`src/rtl/dfs_pkg.sv`:
```
`timescale 1ns/1ps
package dfs_pkg;
  localparam int unsigned N_SEV = 3;

  typedef enum logic [2:0] {
    SEQ_IDLE      = 3'd0,
    SEQ_CLR_FSR   = 3'd1,
    SEQ_CLR_FLAGS = 3'd2,
    SEQ_CLR_PSW   = 3'd3,
    SEQ_LOAD_ADDR = 3'd4,
    SEQ_RELEASE   = 3'd5
  } seq_state_e;
endpackage

```
`src/rtl/dfs_fault_track.sv`:
```
`timescale 1ns/1ps
module dfs_fault_track #(
  parameter int unsigned N_SEV = 3,
  parameter int unsigned FSR_W = 8
) (
  input  logic             clk_i,
  input  logic             rst_ni,
  input  logic [N_SEV-1:0] sev_trap_i,
  input  logic [FSR_W-1:0] trap_cause_i,
  input  logic             exit_valid_i,
  input  logic             exit_b10_i,
  input  logic             exit_b11_i,
  input  logic             pf_int_taken_i,
  input  logic             busy_i,
  input  logic             clr_status_i,
  input  logic             clr_flags_i,
  input  logic             release_i,
  output logic             flag_o,
  output logic             pf_gen_o,
  output logic             hang_o,
  output logic [FSR_W-1:0] fsr_o
);
  logic             flag_q, hang_q, pf_gen_q, fsr_full_q;
  logic [FSR_W-1:0] fsr_q;
  logic             trap_any, exit_clr;

  // events are dropped while recovery runs; exits also while frozen
  assign trap_any = (|sev_trap_i) && !busy_i;
  assign exit_clr = exit_valid_i && !exit_b10_i && exit_b11_i && !busy_i && !hang_q;

  always_ff @(posedge clk_i or negedge rst_ni) begin
    if (!rst_ni) begin
      flag_q <= 1'b0;
    end else if (clr_flags_i) begin
      flag_q <= 1'b0;
    end else if (trap_any) begin
      flag_q <= 1'b1;
    end else if (exit_clr) begin
      flag_q <= 1'b0;
    end
  end

  always_ff @(posedge clk_i or negedge rst_ni) begin
    if (!rst_ni) begin
      hang_q <= 1'b0;
    end else if (release_i) begin
      hang_q <= 1'b0;
    end else if (trap_any && flag_q) begin
      hang_q <= 1'b1;
    end
  end

  always_ff @(posedge clk_i or negedge rst_ni) begin
    if (!rst_ni) begin
      fsr_q      <= '0;
      fsr_full_q <= 1'b0;
    end else if (clr_status_i) begin
      fsr_q      <= '0;
      fsr_full_q <= 1'b0;
    end else if (trap_any && !fsr_full_q) begin
      fsr_q      <= trap_cause_i;
      fsr_full_q <= 1'b1;
    end
  end

  always_ff @(posedge clk_i or negedge rst_ni) begin
    if (!rst_ni) begin
      pf_gen_q <= 1'b0;
    end else if (clr_flags_i) begin
      pf_gen_q <= 1'b0;
    end else if (pf_int_taken_i) begin
      pf_gen_q <= 1'b1;
    end
  end

  assign flag_o   = flag_q;
  assign hang_o   = hang_q;
  assign fsr_o    = fsr_q;
  assign pf_gen_o = pf_gen_q;

  p_flag_set_r1: assert property (@(posedge clk_i) disable iff (!rst_ni)
    (trap_any && !flag_q) |=> flag_q);
  p_fsr_hold_r2: assert property (@(posedge clk_i) disable iff (!rst_ni)
    (fsr_full_q && !clr_status_i) |=> $stable(fsr_q));
  p_exit_clear_r4: assert property (@(posedge clk_i) disable iff (!rst_ni)
    (exit_clr && flag_q && !trap_any && !clr_flags_i) |=> !flag_q);
  p_hang_set_r5: assert property (@(posedge clk_i) disable iff (!rst_ni)
    (trap_any && flag_q) |=> hang_q);
  p_hang_hold_r5: assert property (@(posedge clk_i) disable iff (!rst_ni)
    (hang_q && !release_i) |=> hang_q);
  p_dual_fault_r6: assert property (@(posedge clk_i) disable iff (!rst_ni)
    (trap_any && exit_clr && flag_q) |=> (flag_q && hang_q));
  p_busy_ignore_r10: assert property (@(posedge clk_i) disable iff (!rst_ni)
    (busy_i && !release_i) |=> $stable(hang_q));
endmodule

```
`src/rtl/dfs_reset_seq.sv`:
```
`timescale 1ns/1ps
module dfs_reset_seq
  import dfs_pkg::*;
#(
  parameter int unsigned ADDR_W       = 17,
  parameter logic [ADDR_W-1:0] RESTART_ADDR = 'h26
) (
  input  logic              clk_i,
  input  logic              rst_ni,
  input  logic              op_reset_bp_i,
  input  logic              op_reset_sys_i,
  output logic              busy_o,
  output logic              clr_status_o,
  output logic              clr_flags_o,
  output logic              clr_psw_o,
  output logic              load_restart_o,
  output logic [ADDR_W-1:0] restart_addr_o,
  output logic              release_o
);
  seq_state_e state_q, state_d;
  logic       op_any;

  assign op_any = op_reset_bp_i || op_reset_sys_i;

  always_comb begin
    state_d = state_q;
    unique case (state_q)
      SEQ_IDLE:      if (op_any) state_d = SEQ_CLR_FSR;
      SEQ_CLR_FSR:   state_d = SEQ_CLR_FLAGS;
      SEQ_CLR_FLAGS: state_d = SEQ_CLR_PSW;
      SEQ_CLR_PSW:   state_d = SEQ_LOAD_ADDR;
      SEQ_LOAD_ADDR: state_d = SEQ_RELEASE;
      SEQ_RELEASE:   state_d = SEQ_IDLE;
      default:       state_d = SEQ_IDLE;
    endcase
  end

  always_ff @(posedge clk_i or negedge rst_ni) begin
    if (!rst_ni) state_q <= SEQ_IDLE;
    else         state_q <= state_d;
  end

  assign busy_o         = (state_q != SEQ_IDLE);
  assign clr_status_o   = (state_q == SEQ_CLR_FSR);
  assign clr_flags_o    = (state_q == SEQ_CLR_FLAGS);
  assign clr_psw_o      = (state_q == SEQ_CLR_PSW);
  assign load_restart_o = (state_q == SEQ_LOAD_ADDR);
  assign release_o      = (state_q == SEQ_RELEASE);
  assign restart_addr_o = load_restart_o ? RESTART_ADDR : '0;

  p_strobe_onehot_r7: assert property (@(posedge clk_i) disable iff (!rst_ni)
    $onehot0({clr_status_o, clr_flags_o, clr_psw_o, load_restart_o, release_o}));
  p_seq_start_r7: assert property (@(posedge clk_i) disable iff (!rst_ni)
    (!busy_o && op_any) |=> clr_status_o);
  p_seq_step_r7: assert property (@(posedge clk_i) disable iff (!rst_ni)
    clr_psw_o |=> load_restart_o);
endmodule

```
`src/rtl/dfs_inhibit.sv`:
```
`timescale 1ns/1ps
module dfs_inhibit #(
  parameter int unsigned N_CP = 4
) (
  input  logic            force_i,
  input  logic            psw_pf_i,
  input  logic            psw_mf_i,
  input  logic [N_CP-1:0] psw_cp_i,
  output logic            pf_o,
  output logic            mf_o,
  output logic [N_CP-1:0] cp_o
);
  assign pf_o = psw_pf_i || force_i;
  assign mf_o = psw_mf_i || force_i;

  for (genvar i = 0; i < N_CP; i++) begin : g_cp
    assign cp_o[i] = psw_cp_i[i] || force_i;
  end
endmodule

```
`src/rtl/dfault_supervisor.sv`:
```
`timescale 1ns/1ps
module dfault_supervisor
  import dfs_pkg::*;
#(
  parameter int unsigned FSR_W  = 8,
  parameter int unsigned N_CP   = 4,
  parameter int unsigned ADDR_W = 17,
  parameter logic [ADDR_W-1:0] RESTART_ADDR = 'h26
) (
  input  logic              clk_i,
  input  logic              rst_ni,
  input  logic [N_SEV-1:0]  sev_trap_i,
  input  logic [FSR_W-1:0]  trap_cause_i,
  input  logic              exit_valid_i,
  input  logic              exit_b10_i,
  input  logic              exit_b11_i,
  input  logic              pf_int_taken_i,
  input  logic              op_reset_bp_i,
  input  logic              op_reset_sys_i,
  input  logic              psw_inh_pf_i,
  input  logic              psw_inh_mf_i,
  input  logic [N_CP-1:0]   psw_inh_cp_i,
  output logic              fault_flag_o,
  output logic              pf_int_gen_o,
  output logic [FSR_W-1:0]  fault_status_o,
  output logic              hang_o,
  output logic              inh_pf_o,
  output logic              inh_mf_o,
  output logic [N_CP-1:0]   inh_cp_o,
  output logic              clr_status_o,
  output logic              clr_flags_o,
  output logic              clr_psw_o,
  output logic              load_restart_o,
  output logic [ADDR_W-1:0] restart_addr_o,
  output logic              release_o,
  output logic              seq_busy_o
);
  logic busy, s_clr_status, s_clr_flags, s_release, flag;

  dfs_reset_seq #(.ADDR_W(ADDR_W), .RESTART_ADDR(RESTART_ADDR)) u_seq (
    .clk_i          (clk_i),
    .rst_ni         (rst_ni),
    .op_reset_bp_i  (op_reset_bp_i),
    .op_reset_sys_i (op_reset_sys_i),
    .busy_o         (busy),
    .clr_status_o   (s_clr_status),
    .clr_flags_o    (s_clr_flags),
    .clr_psw_o      (clr_psw_o),
    .load_restart_o (load_restart_o),
    .restart_addr_o (restart_addr_o),
    .release_o      (s_release)
  );

  dfs_fault_track #(.N_SEV(N_SEV), .FSR_W(FSR_W)) u_track (
    .clk_i          (clk_i),
    .rst_ni         (rst_ni),
    .sev_trap_i     (sev_trap_i),
    .trap_cause_i   (trap_cause_i),
    .exit_valid_i   (exit_valid_i),
    .exit_b10_i     (exit_b10_i),
    .exit_b11_i     (exit_b11_i),
    .pf_int_taken_i (pf_int_taken_i),
    .busy_i         (busy),
    .clr_status_i   (s_clr_status),
    .clr_flags_i    (s_clr_flags),
    .release_i      (s_release),
    .flag_o         (flag),
    .pf_gen_o       (pf_int_gen_o),
    .hang_o         (hang_o),
    .fsr_o          (fault_status_o)
  );

  dfs_inhibit #(.N_CP(N_CP)) u_inh (
    .force_i  (flag),
    .psw_pf_i (psw_inh_pf_i),
    .psw_mf_i (psw_inh_mf_i),
    .psw_cp_i (psw_inh_cp_i),
    .pf_o     (inh_pf_o),
    .mf_o     (inh_mf_o),
    .cp_o     (inh_cp_o)
  );

  assign fault_flag_o = flag;
  assign seq_busy_o   = busy;
  assign clr_status_o = s_clr_status;
  assign clr_flags_o  = s_clr_flags;
  assign release_o    = s_release;

  p_forced_inhibit_r3: assert property (@(posedge clk_i) disable iff (!rst_ni)
    fault_flag_o |-> (inh_pf_o && inh_mf_o && (&inh_cp_o)));
  p_status_cleared_r8: assert property (@(posedge clk_i) disable iff (!rst_ni)
    clr_status_o |=> (fault_status_o == '0));
  p_flags_cleared_r8: assert property (@(posedge clk_i) disable iff (!rst_ni)
    clr_flags_o |=> (!fault_flag_o && !pf_int_gen_o));
  p_release_r8: assert property (@(posedge clk_i) disable iff (!rst_ni)
    release_o |=> !hang_o);
endmodule

```
`config.mk`:
```
export PLATFORM = sky130hd
export DESIGN_NAME = dfault_supervisor
export DESIGN_NICKNAME = d
export VERILOG_FILES = /design/src/rtl/dfs_pkg.sv /design/src/rtl/dfs_fault_track.sv /design/src/rtl/dfs_reset_seq.sv /design/src/rtl/dfs_inhibit.sv /design/src/rtl/dfault_supervisor.sv
export SDC_FILE = /design/constraint.sdc
export NUM_CORES = 1
export LEC_CHECK = 0
export ABC_AREA = 1
export BUFFER_PORTS_ARGS = -buffer_cell sky130_fd_sc_hd__buf_2
export CAP_MARGIN = 15
export CORE_UTILIZATION = 45
export CTS_BUF_LIST = sky130_fd_sc_hd__clkbuf_8
export DETAILED_ROUTE_END_ITERATION = 8
export PLACE_DENSITY = 0.95
export SYNTH_ARGS = -nofsm -noshare
export SYNTH_HDL_FRONTEND = slang
export SYNTH_SLANG_ARGS = --single-unit
export TNS_END_PERCENT = 10
```
`constraint.sdc`:
```
create_clock -name clk_i -period 1.6 [get_ports clk_i]
set_input_delay 0.24 -clock clk_i [delete_from_list [all_inputs] [get_ports clk_i]]
set_output_delay 0.24 -clock clk_i [all_outputs]
set_load 0.02 [all_outputs]
```
==> impl_results.md <==
- Share of layout cells above drive strength 1: a little under 50%
- DP Wirelength: around 1500 µm
- Clk_skew: between 0.6 and 0.7 ps
- Clk sinks: 15
- CP Max Fanout: 14
- Max Slew Vio Count: 0
- Clk_lat worst skew: around 250 ps
- Die Wd: roughly 47 µm
- GP Congestion: between 0.6 and 0.7
- Final period demand of the worst path: around 1500 ps
- FF+latch area: roughly 380 µm²
- RSZ-0062 raised after global routing: true
- Run status: complete, no violations
- Synth Register Bits: 15
- DIE AREA: 2240 µm²
- Clock root cell: clkbuf_8
- Placement-stage worst setup slack: 314 ps
- Post-synth EDFFs: 0
- Pleak: between 0.6 and 0.7 nW
- Hold Crit Class: primary input to register
- Die height: roughly 47 µm
- Largest net degree at the start of global routing: 16
- Setup_tns: 0 ps
- Synth Flop Type: dfrtp_1
- Gr usage total: 16.6%
- Sequential area share after synthesis: 40.6%
- Worst-path clk slew: roughly 60 ps
- Count of cell types in the netlist: 22
- Synth-to-Final Area Change: 26.1%
- Initial DRT Pass Iterations: 3
- First-pass GRT wire length: about 2500 µm
- Critical Path Start Type: register
- F_max: approximately 650 MHz
- Synth Cell Area: between 900 and 1000 µm²
- # Post-CTS Setup Buffers: 0
- Num CTS Buffers: 3
- Req. time, crit path: 1360 ps
- Cell taking the most area after synthesis: dfrtp_1
- Initial antenna violation count: 0
- Row cnt: 16
- Commonest cells after routing, fill and taps aside: buf_2 (50), nand2_1 (15), conb_1 (14), dfrtp_1 (14), nand3_1 (11)
- Top cell type's share of synthesized area: 40.6%
- Vias in the first global route: between 600 and 700
- Clock H-tree levels: 1
- Drt total wl: about 1900 µm
- Max Cap Viol: 0
- Total grt overflow: 0
- Initial Utilization: 47.6%
- IO Pins: 65
- Fin area: 1170 µm²
- Final count of hold timing violations: 0
- Post-synth ARST share: 100%
- Area after DPL: 1110 µm²
- Syn Area/Cell: roughly 9.1 µm²
- Power Dens Cells: 1890 nW/µm²
- Leading cell type in the layout, fill and taps excluded: buf_2
- Port bufs: 50
- Antenna Nets Post-Route: 0
- TritonCTS clock tree: yes
- Drt drc: 0
- Crit Path Class: register to output pin
- Area of the multi-input gates: 383 µm²
- Nets@finish: 177
- CTS Buffer Depth: 2
- Gate Count Post-Synth: around 100
- Fillers: about 180
- Setup Viol. Count Final: 0
- Fin crit share: a little over nine tenths
- Crit end category: output pin
- Via density: 4.55
- Initial DRC Count: 4
- Largest cells by area after synthesis: dfrtp_1 (41%), buf_4 (14%), nand2_1 (6.1%), nand3_1 (6.0%), nand4_1 (5.4%)
- Mean routed wirelength per cell: 10.6 µm
- Core area: 1940 µm²
- N_diodes: 0
- Synthesis Warnings: 0
- Final setup margin: 66.5 ps
- Max IR drop VDD: 1.13 mV
- DR vias: 810
- Crit path DAT: 1290 ps
state kept, by name, summed over array words and instances, names as in the netlist:
signal,count
u_track.fsr_full_q,1
u_track.flag_o,1
u_track.pf_gen_o,1
u_track.hang_o,1
u_seq.state_q,3
u_track.fsr_o,8
report_power, final:
| part | internal (W) | total, W | switching (W) |
|---|---|---|---|
| registers | 0.000529 | 0.000661 | 0.000132 |
| clock network | 0.000170 | 0.000296 | 0.000126 |
| logic | 0.000455 | 0.00125 | 0.000795 |
cells in the mapped netlist (2+ instances only):
| library cell | number |
|---|---|
| buf_4 | 17 |
| nand2_1 | 15 |
| nand4_1 | 8 |
| nand3_1 | 11 |
| nor2_1 | 5 |
| inv_1 | 4 |
| o21ai_1 | 2 |
| inv_2 | 6 |
| nor3_2 | 2 |
| or2_2 | 6 |
| dfrtp_1 | 15 |
per-layer routing:
metal | part of all wire [%] | track usage (%) | vias up
li1 | - | - | 403
met1 | 38 | 17.3 | 361
met2 | 52 | 31.2 | 46
met3 | 10 | 7.31 | 0
met4 | 0 | 1.71 | 0
met5 | 0 | 0 | -
worst max-delay path, cell delays in order, from the launching register on:
cell     delay [ps]
dfrtp_1         450
inv_2           130
nand2_4          80
nor2_8          200
inv_2            40
buf_2           150
what timing repair did:
item,4_1_cts,5_1_grt
resized for setup,0,1
hold buffers,1,0
hold endpoints to repair,15,0
setup endpoints to repair,0,5
metrics by stage:
step	instances	util (%)	hold slack, ps	power, W
floorplan	115	-	-55.6	0.00166
global placement	173	57.2	150	0.00186
detailed placement	173	57.2	158	0.00192
CTS	178	60.0	241	0.00222
global route	178	60.1	258	0.00239
finish	178	60.1	243	0.00221
worst paths after layout:
kind                                       start               end  slack (ps)  cells past startpoint
worst max-delay path            u_seq.state_q[1]        seq_busy_o          70                      5
worst min-delay path              pf_int_taken_i  u_track.pf_gen_o         240                      3
worst max register to register  u_seq.state_q[1]  u_track.fsr_o[3]         310                      6
worst min register to register  u_track.fsr_o[2]  u_track.fsr_o[2]         500                      2
max in group asynchronous                 rst_ni  u_seq.state_q[2]         900                      2
min in group asynchronous                 rst_ni  u_seq.state_q[1]         430                      2
cells by family after synthesis:
kind of cell	after synthesis	synth area share, %
AND/OR/NAND/NOR	52	33.3
buffers and inverters	30	23.3
flip-flops	15	40.6
AO/OA/AOI/OAI	4	2.44
other	1	0.406
area by class of cell:
type,instances,share of cell area (%)
well taps,27,2.90
clock buffers,3,3.54
flip-flops and latches,15,32.3
inverters,11,5.79
clock inverters,1,0.322
multi-input cells,70,32.8
repair buffers,51,22.3
(Power assumes the default switching activity.)
